[src/rtl/crc_pkg.sv]
// Package: shared types and the division code table for the clock ratio controller.
// Assumes the division code is 3 bits wide and the largest factor is 16.
package crc_pkg;

    localparam int CODE_W     = 3;
    localparam int MAX_FACTOR = 16;
    localparam int FACT_W     = $clog2(MAX_FACTOR) + 1;
    localparam int DCNT_W     = $clog2(MAX_FACTOR);

    // Power-management states of the controller.
    typedef enum logic [1:0] {
        ST_RUN    = 2'd0,
        ST_STBY   = 2'd1,
        ST_SETTLE = 2'd2
    } pm_state_t;

    // Ratio word as written by software.
    typedef struct packed {
        logic [CODE_W-1:0] mul;
        logic [CODE_W-1:0] div;
    } ratio_t;

    // Map a division code to its divide factor.
    function automatic logic [FACT_W-1:0] div_factor(input logic [CODE_W-1:0] code);
        logic [FACT_W-1:0] f;
        case (code)
            3'd0:    f = FACT_W'(1);
            3'd1:    f = FACT_W'(2);
            3'd2:    f = FACT_W'(3);
            3'd3:    f = FACT_W'(4);
            3'd4:    f = FACT_W'(6);
            3'd5:    f = FACT_W'(8);
            3'd6:    f = FACT_W'(12);
            default: f = FACT_W'(16);
        endcase
        return f;
    endfunction

endpackage

[src/rtl/crc_regs.sv]
// Module: register file of the clock ratio controller. It holds the control
// bits, the pending and active ratio words, and the pending and active mode.
// Assumes enter_i and apply_i are single-cycle pulses from the standby FSM.
module crc_regs
    import crc_pkg::*;
#(
    parameter int          MODE_W    = 3,
    parameter logic [2:0]  MUL_RESET = 3'b001,
    parameter logic [2:0]  DIV_RESET = 3'b011
) (
    input  logic              clk,
    input  logic              rst_n,
    input  logic [MODE_W-1:0] mode_pins,
    input  logic              frq_wr,
    input  ratio_t            frq_wdata,
    input  logic              stb_wr,
    input  logic [1:0]        stb_wdata,
    input  logic              enter_i,
    input  logic              apply_i,
    output logic              stby_o,
    output logic              mdchg_o,
    output ratio_t            active_o,
    output logic [MODE_W-1:0] active_mode_o
);

    localparam ratio_t RATIO_RESET = '{mul: MUL_RESET, div: DIV_RESET};

    logic              stby_q, mdchg_q;
    ratio_t            pend_q, active_q;
    logic [MODE_W-1:0] pend_mode_q, active_mode_q;

    // Control bits: standby enable and change-on-wake.
    always_ff @(posedge clk) begin
        if (!rst_n) begin
            stby_q  <= 1'b0;
            mdchg_q <= 1'b0;
        end else if (stb_wr) begin
            stby_q  <= stb_wdata[0];
            mdchg_q <= stb_wdata[1];
        end
    end

    // Pending ratio: every write is kept for the next standby exit.
    always_ff @(posedge clk) begin
        if (!rst_n)      pend_q <= RATIO_RESET;
        else if (frq_wr) pend_q <= frq_wdata;
    end

    // Active ratio: set at once when no change is deferred, else at standby exit.
    always_ff @(posedge clk) begin
        if (!rst_n)                   active_q <= RATIO_RESET;
        else if (frq_wr && !mdchg_q)  active_q <= frq_wdata;
        else if (apply_i)             active_q <= pend_q;
    end

    // Pending mode: pins taken at reset, and at standby entry when a change is deferred.
    always_ff @(posedge clk) begin
        if (!rst_n)                  pend_mode_q <= mode_pins;
        else if (enter_i && mdchg_q) pend_mode_q <= mode_pins;
    end

    // Active mode: pins taken at reset, then updated only at standby exit.
    always_ff @(posedge clk) begin
        if (!rst_n)       active_mode_q <= mode_pins;
        else if (apply_i) active_mode_q <= pend_mode_q;
    end

    assign stby_o        = stby_q;
    assign mdchg_o       = mdchg_q;
    assign active_o      = active_q;
    assign active_mode_o = active_mode_q;

    // a write with no deferral shows on the active ratio in the next cycle.
    a_r2_immediate_write: assert property (@(posedge clk) disable iff (!rst_n)
        frq_wr && !mdchg_q |=> active_q == $past(frq_wdata));

    // a deferred write does not disturb the active ratio.
    a_r3_deferred_hold: assert property (@(posedge clk) disable iff (!rst_n)
        frq_wr && mdchg_q && !apply_i |=> $stable(active_q));

    // the active mode moves only on a standby exit.
    a_r5_mode_on_exit_only: assert property (@(posedge clk) disable iff (!rst_n)
        !apply_i |=> $stable(active_mode_q));

endmodule

[src/rtl/crc_standby_fsm.sv]
// Module: standby sequencer. It enters standby on a sleep request when standby
// is enabled, leaves standby on a wake interrupt, then counts the settle wait.
// Assumes the settle length is loaded by software before the wake arrives.
module crc_standby_fsm
    import crc_pkg::*;
#(
    parameter int              CNT_W        = 8,
    parameter logic [CNT_W-1:0] SETTLE_RESET = CNT_W'(4)
) (
    input  logic             clk,
    input  logic             rst_n,
    input  logic             settle_wr,
    input  logic [CNT_W-1:0] settle_wdata,
    input  logic             sleep_req,
    input  logic             wake_irq,
    input  logic             stby_i,
    output logic             running_o,
    output logic             enter_o,
    output logic             apply_o
);

    pm_state_t        state_q, state_d;
    logic [CNT_W-1:0] cnt_q, cnt_d;
    logic [CNT_W-1:0] load_q;

    // Settle length register written by software.
    always_ff @(posedge clk) begin
        if (!rst_n)         load_q <= SETTLE_RESET;
        else if (settle_wr) load_q <= settle_wdata;
    end

    // Next-state and counter logic.
    always_comb begin
        state_d = state_q;
        cnt_d   = cnt_q;
        case (state_q)
            ST_RUN: begin
                if (sleep_req && stby_i) state_d = ST_STBY;
            end
            ST_STBY: begin
                if (wake_irq) begin
                    state_d = ST_SETTLE;
                    cnt_d   = load_q;
                end
            end
            ST_SETTLE: begin
                if (cnt_q == '0) state_d = ST_RUN;
                else             cnt_d   = cnt_q - 1'b1;
            end
            default: state_d = ST_RUN;
        endcase
    end

    // State and settle counter registers.
    always_ff @(posedge clk) begin
        if (!rst_n) begin
            state_q <= ST_RUN;
            cnt_q   <= '0;
        end else begin
            state_q <= state_d;
            cnt_q   <= cnt_d;
        end
    end

    assign running_o = (state_q == ST_RUN);
    assign enter_o   = (state_q == ST_RUN) && sleep_req && stby_i;
    assign apply_o   = (state_q == ST_SETTLE) && (cnt_q == '0);

    // standby is held until a wake interrupt arrives.
    a_r4_hold_standby: assert property (@(posedge clk) disable iff (!rst_n)
        state_q == ST_STBY && !wake_irq |=> state_q == ST_STBY);

    // a wake loads the settle counter from the stored length.
    a_r6_wake_loads: assert property (@(posedge clk) disable iff (!rst_n)
        state_q == ST_STBY && wake_irq |=> state_q == ST_SETTLE && cnt_q == $past(load_q));

    // the settle counter steps down by one each cycle until zero.
    a_r6_count_down: assert property (@(posedge clk) disable iff (!rst_n)
        state_q == ST_SETTLE && cnt_q != '0 |=> state_q == ST_SETTLE && cnt_q == $past(cnt_q) - 1'b1);

endmodule

[src/rtl/crc_divider.sv]
// Module: enable divider. It emits a one-cycle pulse every factor cycles, where
// the factor comes from the division code. A new code is taken only at the
// terminal count. Assumes run_i is low throughout standby and settling.
module crc_divider
    import crc_pkg::*;
(
    input  logic              clk,
    input  logic              rst_n,
    input  logic              run_i,
    input  logic [CODE_W-1:0] code_i,
    output logic              en_o
);

    logic [DCNT_W-1:0] dcnt_q;

    // Down counter: parked at zero while halted, reloaded at each terminal count.
    always_ff @(posedge clk) begin
        if (!rst_n)              dcnt_q <= '0;
        else if (!run_i)         dcnt_q <= '0;
        else if (dcnt_q == '0)   dcnt_q <= DCNT_W'(div_factor(code_i) - 1'b1);
        else                     dcnt_q <= dcnt_q - 1'b1;
    end

    assign en_o = run_i && (dcnt_q == '0);

    // an interval in progress completes without being restarted.
    a_r9_no_short_interval: assert property (@(posedge clk) disable iff (!rst_n)
        run_i && dcnt_q != '0 |=> !run_i || dcnt_q == $past(dcnt_q) - 1'b1);

endmodule

[src/rtl/clk_ratio_ctrl.sv]
// Module: top of the peripheral clock ratio controller. It ties together the
// register file, the standby sequencer and the enable divider.
// Assumes the register strobes are single-cycle and already decoded.
module clk_ratio_ctrl
    import crc_pkg::*;
#(
    parameter int MODE_W = 3,
    parameter int CNT_W  = 8
) (
    input  logic              clk,
    input  logic              rst_n,
    input  logic [MODE_W-1:0] mode_pins,
    input  logic              frq_wr,
    input  logic [5:0]        frq_wdata,
    input  logic              stb_wr,
    input  logic [1:0]        stb_wdata,
    input  logic              settle_wr,
    input  logic [CNT_W-1:0]  settle_wdata,
    input  logic              sleep_req,
    input  logic              wake_irq,
    output logic              pclk_en,
    output logic [2:0]        active_mul,
    output logic [2:0]        active_div,
    output logic [MODE_W-1:0] active_mode,
    output logic              halted
);

    logic   stby, mdchg, running, enter, apply;
    ratio_t active;

    crc_regs #(
        .MODE_W (MODE_W)
    ) regs_i (
        .clk           (clk),
        .rst_n         (rst_n),
        .mode_pins     (mode_pins),
        .frq_wr        (frq_wr),
        .frq_wdata     (ratio_t'(frq_wdata)),
        .stb_wr        (stb_wr),
        .stb_wdata     (stb_wdata),
        .enter_i       (enter),
        .apply_i       (apply),
        .stby_o        (stby),
        .mdchg_o       (mdchg),
        .active_o      (active),
        .active_mode_o (active_mode)
    );

    crc_standby_fsm #(
        .CNT_W (CNT_W)
    ) fsm_i (
        .clk          (clk),
        .rst_n        (rst_n),
        .settle_wr    (settle_wr),
        .settle_wdata (settle_wdata),
        .sleep_req    (sleep_req),
        .wake_irq     (wake_irq),
        .stby_i       (stby),
        .running_o    (running),
        .enter_o      (enter),
        .apply_o      (apply)
    );

    crc_divider div_i (
        .clk    (clk),
        .rst_n  (rst_n),
        .run_i  (running),
        .code_i (active.div),
        .en_o   (pclk_en)
    );

    assign active_mul = active.mul;
    assign active_div = active.div;
    assign halted     = !running;

    // no enable pulse while halted.
    a_r4_quiet_when_halted: assert property (@(posedge clk) disable iff (!rst_n)
        halted |-> !pclk_en);

    // the first running cycle after a standby exit carries a pulse.
    a_r10_first_pulse: assert property (@(posedge clk) disable iff (!rst_n)
        $fell(halted) |-> pclk_en);

    // the change-on-wake bit is read from the register file only.
    a_r2_mdchg_known: assert property (@(posedge clk) disable iff (!rst_n)
        !$isunknown(mdchg));

endmodule

[config.mk]
export PLATFORM = sky130hd
export DESIGN_NAME = clk_ratio_ctrl
export DESIGN_NICKNAME = d
export VERILOG_FILES = /design/src/rtl/crc_pkg.sv /design/src/rtl/crc_regs.sv /design/src/rtl/crc_standby_fsm.sv /design/src/rtl/crc_divider.sv /design/src/rtl/clk_ratio_ctrl.sv
export SDC_FILE = /design/constraint.sdc
export NUM_CORES = 1
export LEC_CHECK = 0
export BUFFER_PORTS_ARGS = -buffer_cell sky130_fd_sc_hd__clkbuf_2
export CAP_MARGIN = 20
export CORE_UTILIZATION = 50
export CTS_CLUSTER_DIAMETER = 120
export CTS_CLUSTER_SIZE = 24
export DETAILED_ROUTE_END_ITERATION = 8
export PLACE_DENSITY_LB_ADDON = 0.15
export SLEW_MARGIN = 20
export SYNTH_ARGS = -nofsm -noshare
export SYNTH_HDL_FRONTEND = slang
export SYNTH_HIERARCHICAL = 1
export SYNTH_SLANG_ARGS = --single-unit
[constraint.sdc]
create_clock -name clk -period 4.9 [get_ports clk]
set_clock_uncertainty 0.15 [all_clocks]
set_input_delay 0.49 -clock clk [delete_from_list [all_inputs] [get_ports clk]]
set_output_delay 0.49 -clock clk [all_outputs]
set_load 0.03 [all_outputs]
* After elaboration in Yosys (flattened, before gate mapping)
Cells that the tools add are included.
** Storage, ports and cells
- Flip-flop bits (word level) :: 42
** Cells by class
- $add $sub $neg :: 3
- Reduce and logical (&&, ||, !) cells :: 18
- Equal/unequal tests :: 14
- Muxes and demuxes :: 18
** Operators by type and width (count)
- 4-bit case mux with 7 select lines :: 1
- 4-bit 2-to-1 mux :: 4
- 8-bit 2-to-1 mux :: 2
- 8-bit case mux with 2 select lines :: 1
- 3-bit 2-to-1 mux :: 4
- 6-bit 2-to-1 mux :: 2
- 3-bit equality test (second input constant) :: 3
- 8-bit logical NOT :: 1
- 2-bit inequality test (second input constant) :: 4
- 4-bit by 1-bit subtractor with 4-bit output (second input constant) :: 2
- 8-bit by 1-bit subtractor with 8-bit output (second input constant) :: 1
- 1-bit logical AND :: 7
- 3-bit by 2-bit equality test with 1-bit output (second input constant) :: 2
- 2-bit 2-to-1 mux :: 3
- 2-bit case mux with 3 select lines :: 1
- 3-bit AND reduction :: 2
- 4-bit logical NOT :: 1
- 2-bit by 1-bit inequality test with 1-bit output (second input constant) :: 2
- 2-bit nonzero test :: 2
- 3-bit by 1-bit equality test with 1-bit output (second input constant) :: 1
- 3-bit logical NOT :: 1
- 2-bit by 1-bit equality test with 1-bit output (second input constant) :: 1
- 2-bit equality test (second input constant) :: 1
- 1-bit logical NOT :: 2
- 2 further kinds :: 2

* Depth between registers and ports, before layout
Gate-level depths: netlist of the first run.
- Depth after elaboration :: 7
- Depth in mapped cells :: 7
- Mapped depth without buffers :: 7

* By module
Netlist of the first run, hierarchy kept.
** Modules (own cells, without submodules)
- crc_standby_fsm :: sequential area each 360.3 sq um, instances 1, cells each 108, area each 938.4 sq um
- crc_regs :: sequential area each 460.4 sq um, instances 1, cells each 66, area each 868.3 sq um
- crc_divider :: sequential area each 80.1 sq um, instances 1, cells each 28, area each 235.2 sq um
- clk_ratio_ctrl :: sequential area each 0.0 sq um, instances 1, cells each 1, area each 3.8 sq um

* Least setup slack after synthesis of the first run
No wires, ideal clock.
- Kind :: reg2reg
- From :: reg regs_i.active_q, in the netlist regs_i/active_o[2]
- To :: reg div_i.dcnt_q[2]
- Setup time :: 0.070 ns
- Path slack :: 3.103 ns
- Clock period less this slack :: 1.797 ns
- Required time :: 4.680 ns
- Data arrival time :: 1.578 ns
- Buffers on the path :: 0
- Cell stages (with the launch flop) :: 7
- Cells stage by stage :: dfxtp_1 -> xnor2_1 -> o21ai_0 -> a21oi_1 -> ha_1 -> or3_1 -> a21oi_1
** On the way
- Cells in the longest elaborated chain, start to end :: 7
** RTL lines
- start: declaration :: line crc_regs.sv:29 : ratio_t pend_q, active_q;
- start signal: assignment :: line crc_regs.sv:52 : else if (frq_wr && !mdchg_q) active_q <= frq_wdata;
- start signal: assignment :: line crc_regs.sv:53 : else if (apply_i) active_q <= pend_q;
- 3-bit equality test, or another cell as far along :: line crc_pkg.sv:26 : case (code)
- 4-bit case mux with 7 select lines (*) :: line crc_pkg.sv:26
- 4-bit 2-to-1 mux (*) :: line crc_divider.sv:20 : else if (dcnt_q == '0) dcnt_q <= DCNT_W'(div_factor(code_i) - 1'b1);
- 4-bit 2-to-1 mux (*) :: line crc_divider.sv:19 : else if (!run_i) dcnt_q <= '0;
- 4-bit 2-to-1 mux (*) :: line crc_divider.sv:18 : if (!rst_n) dcnt_q <= '0;
- 4-bit by 1-bit subtractor with 4-bit output (*) :: line crc_divider.sv:20
- 4-bit 2-to-1 mux (*) :: line crc_divider.sv:20
- end signal: assignment :: line crc_divider.sv:20
- end signal: assignment :: line crc_divider.sv:21 : else dcnt_q <= dcnt_q - 1'b1;
- end: declaration :: line crc_divider.sv:14 : logic [DCNT_W-1:0] dcnt_q;
Every way passes the cells marked *; elsewhere a longest branch is shown, timed or not. The select of a mux whose other input is x is not followed.
A chain may end at the register's enable or synchronous reset.

* Final worst setup path of the first run
- From :: reg fsm_i.state_q[1]
- To :: reg fsm_i.cnt_q[2]
** On the way
- Cells in the longest elaborated chain, start to end :: 3
** RTL lines
- start: declaration :: line crc_standby_fsm.sv:22 : pm_state_t state_q, state_d;
- start signal: assignment :: line crc_standby_fsm.sv:60 : state_q <= state_d;
- 2-bit equality test / 2-bit by 1-bit equality test with 1-bit output (equally long branches) :: line crc_standby_fsm.sv:36 : case (state_q)
- 2-bit inequality test (no source line) / 2-bit nonzero test (equally long branches)
- 3-bit AND reduction (no source line)
- end signal: assignment :: line crc_standby_fsm.sv:61 : cnt_q <= cnt_d;
- end: declaration :: line crc_standby_fsm.sv:23 : logic [CNT_W-1:0] cnt_q, cnt_d;
Parallel ways exist; a longest one is shown, timed or not.

==> impl_results.md, run 1 <==
* Syn_nets at 232
* Ys flop type: dfxtp_1
* Mean post-synth cell area at 10.1 um2
* Vias in the first global route at 1,457
* Final setup fails at 0
* Ports at 37
* Port bufs at 36
* Post-route ant nets at 0
* Startpoint Class: register
* Core Box Area at 3800 um2
* CTS tree: yes
* Initial antenna violation count at 0
* GRT overflow at 0
* Sequential area share after synthesis at 44.0%
* Post-CTS Hold Buffers at 0
* Initial drt markers at 112
* DP Wirelength at 2830 um
* HP Class: input port to register
* Post-synth top area share at 35.2%
* R2r setup slk at 2710 ps
* Crit path capture type: register
* ANT cells at 0
* Power per standard cell area at 326 nW/um2
* CTS Sinks at 42
* Nets at 266
* Row count at 22
* CP arrival at 2270 ps
* Total Wirelength at 3940 um
* Routed wire per std cell at 13.8 um
* Worst EP required at 4980 ps
* Max Clk Rate at 0.457 GHz
* Post-CTS setup buffers at 0
* Crit path kind: register to register
* Placed cells at 278
* Chip width at 66.0 um
* Overall global routing resource usage at 20.3%
* Placer Congestion at 0.796
* FF-to-FF path depth at 4
* Synth warn at 6
* Critical path endpoint: fsm_i/cnt_q[2]
* Total power at 756 uW
* First-pass GRT wire length at 6660 um
* Clk slew on worst S/H paths at 80 ps
* TritonRoute pass-1 iters at 4
* Crit. Startpoint: fsm_i/state_q[1]
* Commonest non-fill, non-tap cells in the layout: 36 x dfxtp_1, 36 x clkbuf_2, 23 x mux2i_1
* Async S/R FF share, synth at 0%
* DRC viols at 0
* Post-Syn Instances at 203
* Post-route cell area at 2320 um2
* Run status: finished, final reports clean
* Peak supply drop at 224 uV
* Measured slew at the worst slew-check pin at 695 ps
* Synth area leader: dfxtp_1
* FF-to-FF End: fsm_i/cnt_q[2]
* Max-cap violations at 0
* Fin. Hold Viols at 0
* Count of final max-slew check failures at 0
* EDFF count, synth at 6
* Yosys reg bits at 42
* Full die area at 4350 um2
* Non-filler cells, final at 286
* TNS Setup at 0 ps
* Tmin final at 2190 ps
* Die Ht at 66.0 um
* CTS H-tree depth at 2
* Clk_lat worst skew at 300 ps
* Core Util, Final at 61.1%
* Max_slew headroom at 53.6%
* RSZ-0062 raised after global routing: no
* Post-Syn Area at 2050 um2
* Vias post-DR at 1,599
* Share of cells above drive strength 1 at 26.5%
* Crit-path max FO at 10
* Ranking of synthesized cells by area: dfxtp_1 35%, mux2i_1 11%, edfxtp_1 8.8%, nor2_1 4.0%, nand2_1 2.8%
* Vias per Instance at 5.59
* Worst flop-to-flop path startpoint: fsm_i/state_q[1]
* Leak at 0.999 nW
* PostCTS Resize Cnt at 0
* Initial core utilization at 53.9%
* Root buffer cell: clkbuf_8
* Area grow syn2layout at 13.4%
* Largest net degree at the start of global routing at 22
* Post-synth cell types at 50
* Max Buffers Root-to-Sink at 2
* Placed standard-cell area at 2230 um2
* Period utilisation layout at 44.7%
* Num CTS Buffers at 5
-- through the flow --
| stage | worst slack, ps | hold slack, ps |
|---|---|---|
| global route | 2560 | 225 |
| detailed placement | 2750 | 318 |
| global placement | 2790 | 312 |
| floorplan | 3100 | 290 |
| CTS | 2740 | 230 |
| finish | 2710 | 230 |
-- Yosys cell counts (all sizes together), types with 2 or more instances --
master / n
a21oi: 10
and3: 4
a211oi: 4
nand3b: 2
ha: 3
mux2i: 23
nor4: 2
or3: 3
clkbuf: 3
edfxtp: 6
nand2b: 4
mux2: 3
o21ai: 7
nor2: 23
nor2b: 2
nand3: 7
nand2: 15
buf: 6
and3b: 2
o21a: 3
inv: 6
a31oi: 5
and4bb: 3
nor3b: 4
nor3: 4
o41ai: 2
dfxtp: 36
-- state kept, by name, summed over array words and instances, names as in the netlist --
signal / cells
regs_i/mdchg_o: 1
fsm_i/state_q: 2
regs_i/active_mode_o: 3
fsm_i/cnt_q: 8
div_i/dcnt_q: 4
fsm_i/load_q: 8
regs_i/stby_o: 1
regs_i/active_o: 6
regs_i/pend_q: 6
regs_i/pend_mode_q: 3
-- per-layer routing --
| metal | GRT usage (%) | wire [um] | share of wire (%) |
|---|---|---|---|
| met5 | 0 | 0 | 0 |
| met4 | 7.18 | 52 | 1.3 |
| met3 | 5.86 | 183 | 4.6 |
| met2 | 28.1 | 1630 | 41 |
| met1 | 29.6 | 2080 | 53 |
-- worst max-delay path, cell delays in order (launching register included) --
cell     delay [ps]
dfxtp_1         450
nor2b_1         610
o41ai_4         270
or3b_2          510
a31oi_1         130
-- final cells by class --
type	count	area (um2)
Tap cell	48	60.1
Fill cell	328	1480
Clock inverter	2	11.3
Inverter	6	22.5
Multi-Input combinational cell	146	1060
Clock buffer	6	82.6
Timing Repair Buffer	36	180
Sequential cell	42	901
-- worst min-delay path by stage --
| stage | endpoint | cells past startpoint | startpoint |
|---|---|---|---|
| 6_report | regs_i/pend_mode_q[0] | 1 | mode_pins[0] |
| 4_1_cts | regs_i/pend_mode_q[0] | 1 | mode_pins[0] |
| 3_3_place_gp | regs_i/pend_q[0] | 2 | regs_i/pend_q[0] |
| 5_1_grt | regs_i/pend_mode_q[0] | 1 | mode_pins[0] |
| 3_5_place_dp | regs_i/pend_q[0] | 2 | regs_i/pend_q[0] |
| 2_1_floorplan | fsm_i/load_q[2] | 2 | fsm_i/load_q[2] |
-- power by group --
part	internal, mW	switching, mW	leakage, nW
logic	0.0559	0.0685	0.592
registers	0.373	0.0247	0.355
clock network	0.114	0.121	0.0515
total	0.542	0.214	0.999
-- cells by family (layout without fill, tap and decap cells) --
logic type | after synthesis | in the layout | share of synthesized area (%)
compound gates | 37 | 37 | 13.6
fa+ha+maj | 3 | 3 | 1.84
xor+xnor | 1 | 1 | 0.428
buf+inv | 15 | 50 | 4.04
flops | 42 | 42 | 44.0
simple gates | 79 | 79 | 23.0
mux | 26 | 26 | 13.1
Power figures use the tool's default switching activity.
==> inputs of run 2 (changes only) <==
--- a/config.mk
+++ b/config.mk
@@ -5,6 +5,7 @@
 export SDC_FILE = /design/constraint.sdc
 export NUM_CORES = 1
 export LEC_CHECK = 0
+export ABC_AREA = 1
 export BUFFER_PORTS_ARGS = -buffer_cell sky130_fd_sc_hd__clkbuf_2
 export CAP_MARGIN = 20
 export CORE_UTILIZATION = 50
==> constraint.sdc (replaced) <==
create_clock -name clk -period 2.01 [get_ports clk]
set_clock_uncertainty 0.15 [all_clocks]
set_input_delay 0.201 -clock clk [delete_from_list [all_inputs] [get_ports clk]]
set_output_delay 0.201 -clock clk [all_outputs]
set_load 0.03 [all_outputs]
==> impl_results.md, run 2 <==
* Max Buffers Root-to-Sink at 2 (unchanged)
* Placed cells at 367 (+32%)
* Yosys reg bits at 42 (unchanged)
* ANT cells at 0 (unchanged)
* Place WS at 179 ps (-2570 ps)
* Startpoint Class: register
* Synth area leader: dfxtp_1
* Placed standard-cell area at 2280 um2 (+2.5%)
* Vias per Instance at 4.93 (-12%)
* GRT met2 Usage at 37.0% (+8.9 points)
* Measured slew at the worst slew-check pin at 333 ps (-362 ps)
* Synth warn at 6 (unchanged)
* Crit-path leading delay family: simple AND/OR/NAND/NOR gates
* Worst path cell trace: inv_2 > nor2_8 > inv_1 > nor3_2 > inv_2 > nand2_1
* CP arrival at 1610 ps (-660 ps)
* Num CTS Buffers at 5 (unchanged)
* Post-CTS setup buffers at 0 (unchanged)
* Post-Syn Area at 2060 um2 (+0.80%)
* Ports at 37 (unchanged)
* Top-count cell post-synth: nand2_1
* Peak supply drop at 423 uV (+89%)
* Total Wirelength at 4370 um (+11%)
* Fin. Hold Viols at 0 (unchanged)
* Non-filler cells, final at 389 (+36%)
* Max-cap violations at 0 (unchanged)
* Vias post-DR at 1,918 (+20%)
* Most common cell on crit path: inv_2
* Placer Congestion at 0.866 (+8.7%)
* Post-synth top area share at 35.0% (-0.28 points)
* Ranking of synthesized cells by area: dfxtp_1 35%, nand2_1 11%, edfxtp_1 8.7%, nand3_1 6.6%, inv_1 6.4%
* Root buffer cell: clkbuf_8
* Overall global routing resource usage at 21.6% (+1.3 points)
* Vias in the first global route at 1,682 (+15%)
* DP Wirelength at 3030 um (+7.2%)
* Met3 Resource Use GR at 4.31% (-1.6 points)
* Crit path capture type: register
* RSZ-0062 raised after global routing: no
* Count of final max-slew check failures at 0 (unchanged)
* Grt met1 use at 26.7% (-2.8 points)
* Clk slew on worst S/H paths at 80 ps (about the same)
* Period utilisation layout at 86.9% (+42 points)
* Crit-path max FO at 10 (unchanged)
* Mean post-synth cell area at 7.21 um2 (-28%)
* CTS tree: yes
* Initial core utilization at 54.3% (+0.43 points)
* Critical path buffer and inverter count at 3 (+3)
* Area grow syn2layout at 21.7%
* Crit path kind: register to register
* Commonest non-fill, non-tap cells in the layout: 61 x nand2_1, 36 x dfxtp_1, 36 x clkbuf_2
* Final setup fails at 0 (unchanged)
* Worst EP required at 1870 ps (-3110 ps)
* Clk_lat worst skew at 290 ps (about the same)
* EDFF count, synth at 6 (unchanged)
* Run status: finished, final reports clean
* TritonRoute pass-1 iters at 4 (unchanged)
* Sequential area share after synthesis at 43.7% (-0.35 points)
* Post-synth cell types at 26 (-48%)
* CTS H-tree depth at 2 (unchanged)
* First-pass GRT wire length at 7220 um (+8.4%)
* HP Class: input port to register
* Initial drt markers at 152 (+36%)
* R2r setup slk at 260 ps (-2450 ps)
* CP peak stage delay at 390 ps (-220 ps)
* Row count at 22 (unchanged)
* Max_slew headroom at 77.7% (+24 points)
* Setup ws final at 262 ps (-2450 ps)
* Post-route cell area at 2510 um2 (+8.1%)
* Full die area at 4390 um2 (+0.77%)
* Regs by FF count: fsm_i/cnt_q x8, fsm_i/load_q x8
* CTS Sinks at 42 (unchanged)
* Post-Syn Instances at 286 (+41%)
* Leak at 1.25 nW (+25%)
* Async S/R FF share, synth at 0% (unchanged)
* Initial antenna violation count at 0 (unchanged)
* Nets at 369 (+39%)
* Tmin final at 1750 ps (-442 ps)
* Power per standard cell area at 851 nW/um2 (+160%)
* Chip width at 66.2 um (+0.39%)
* Core Box Area at 3800 um2 (unchanged)
* DRC viols at 0 (unchanged)
* Largest net degree at the start of global routing at 17 (-23%)
* GRT overflow at 0 (unchanged)
* Max Clk Rate at 0.572 GHz (+25%)
* Critical-path top delay cell: dfxtp_1
* TNS Setup at 0 ps (unchanged)
* Syn_nets at 315 (+36%)
* Commonest non-fill, non-tap cell in the layout: nand2_1
* Routed wire per std cell at 11.2 um (-18%)
* Port bufs at 36 (unchanged)
* Ys flop type: dfxtp_1
* Post-route ant nets at 0 (unchanged)
* Total power at 2.13 mW (+180%)
* Gr busiest metal: met2
* Share of cells above drive strength 1 at 19.9% (-6.5 points)
* Synth cell count leaders: 61 x nand2_1, 36 x dfxtp_1, 35 x inv_1, 35 x nor2_1, 27 x nand3_1
* Die Ht at 66.2 um (+0.39%)
## run 2: changes by cell type in the layout (fill, tap and decap cells not counted), moves of 4 or more
cell,before,now
a21oi_1,9,19
a31oi_1,5,0
and3_1,4,0
dlygate4sd3_1,0,14
inv_1,5,35
inv_2,1,5
mux2i_1,23,1
nand2_1,15,61
nand2_2,0,7
nand3_1,7,27
nor2_1,22,35
nor3_1,4,0
o21ai_0,7,19
o21ai_1,0,9
## run 2: where the power goes
part           internal, mW  switching, mW
combinational         0.232          0.375
sequential            0.936         0.0694
clock                 0.241          0.281
total                  1.41          0.725
## run 2: tightest hold or removal path, stage by stage
cell      delay, ps
clkbuf_2         80
inv_1            60
a21oi_1          60
## run 2: metal layers
layer | wire, um | share of wire (%) | vias up
li1 | - | - | 1025
met1 | 2090 | 48 | 855
met2 | 2090 | 48 | 32
met3 | 149 | 3.4 | 6
met4 | 46 | 1.1 | 0
met5 | 0 | 0 | -
## run 2: worst paths after layout
kind	from	cells after the start	endpoint
setup / recovery	fsm_i/state_q[1]	6	regs_i/active_mode_o[1]
hold / removal	frq_wdata[5]	3	regs_i/pend_q[5]
setup reg to reg	fsm_i/state_q[1]	6	regs_i/active_mode_o[1]
hold reg to reg	fsm_i/load_q[6]	2	fsm_i/load_q[6]
## run 2: area by class of cell
| type | instances | area, um2 |
|---|---|---|
| Timing Repair Buffer | 52 | 335 |
| Multi-Input combinational cell | 198 | 976 |
| Clock inverter | 2 | 10.0 |
| Sequential cell | 42 | 901 |
| Tap cell | 48 | 60.1 |
| Inverter | 41 | 154 |
| Clock buffer | 6 | 72.6 |
| Fill cell | 361 | 1290 |
## run 2: logic make-up (layout without fill, tap and decap cells)
kind of cell,count (synthesis),in the layout,share of synthesized area [%]
buffers and inverters,46,101,9.22
multiplexers,1,1,0.485
flip-flops,42,42,43.7
adder cells (fa/ha/maj),3,3,1.82
AND/OR/NAND/NOR,141,141,30.8
AO/OA/AOI/OAI,51,51,13.1
XOR/XNOR,2,2,0.850
## run 2: what timing repair did
item | in CTS | in global routing
hold buffers | 14 | 0
setup endpoints to repair | 0 | 3
resized for setup | 0 | 1
hold endpoints to repair | 15 | 0
## run 2: metrics by stage
step,hold slack (ps),utilization (%)
2_1_floorplan,150,-
3_3_place_gp,247,60.0
3_5_place_dp,248,60.0
4_1_cts,3.47,65.9
5_1_grt,16.7,66.0
6_report,5.95,66.0
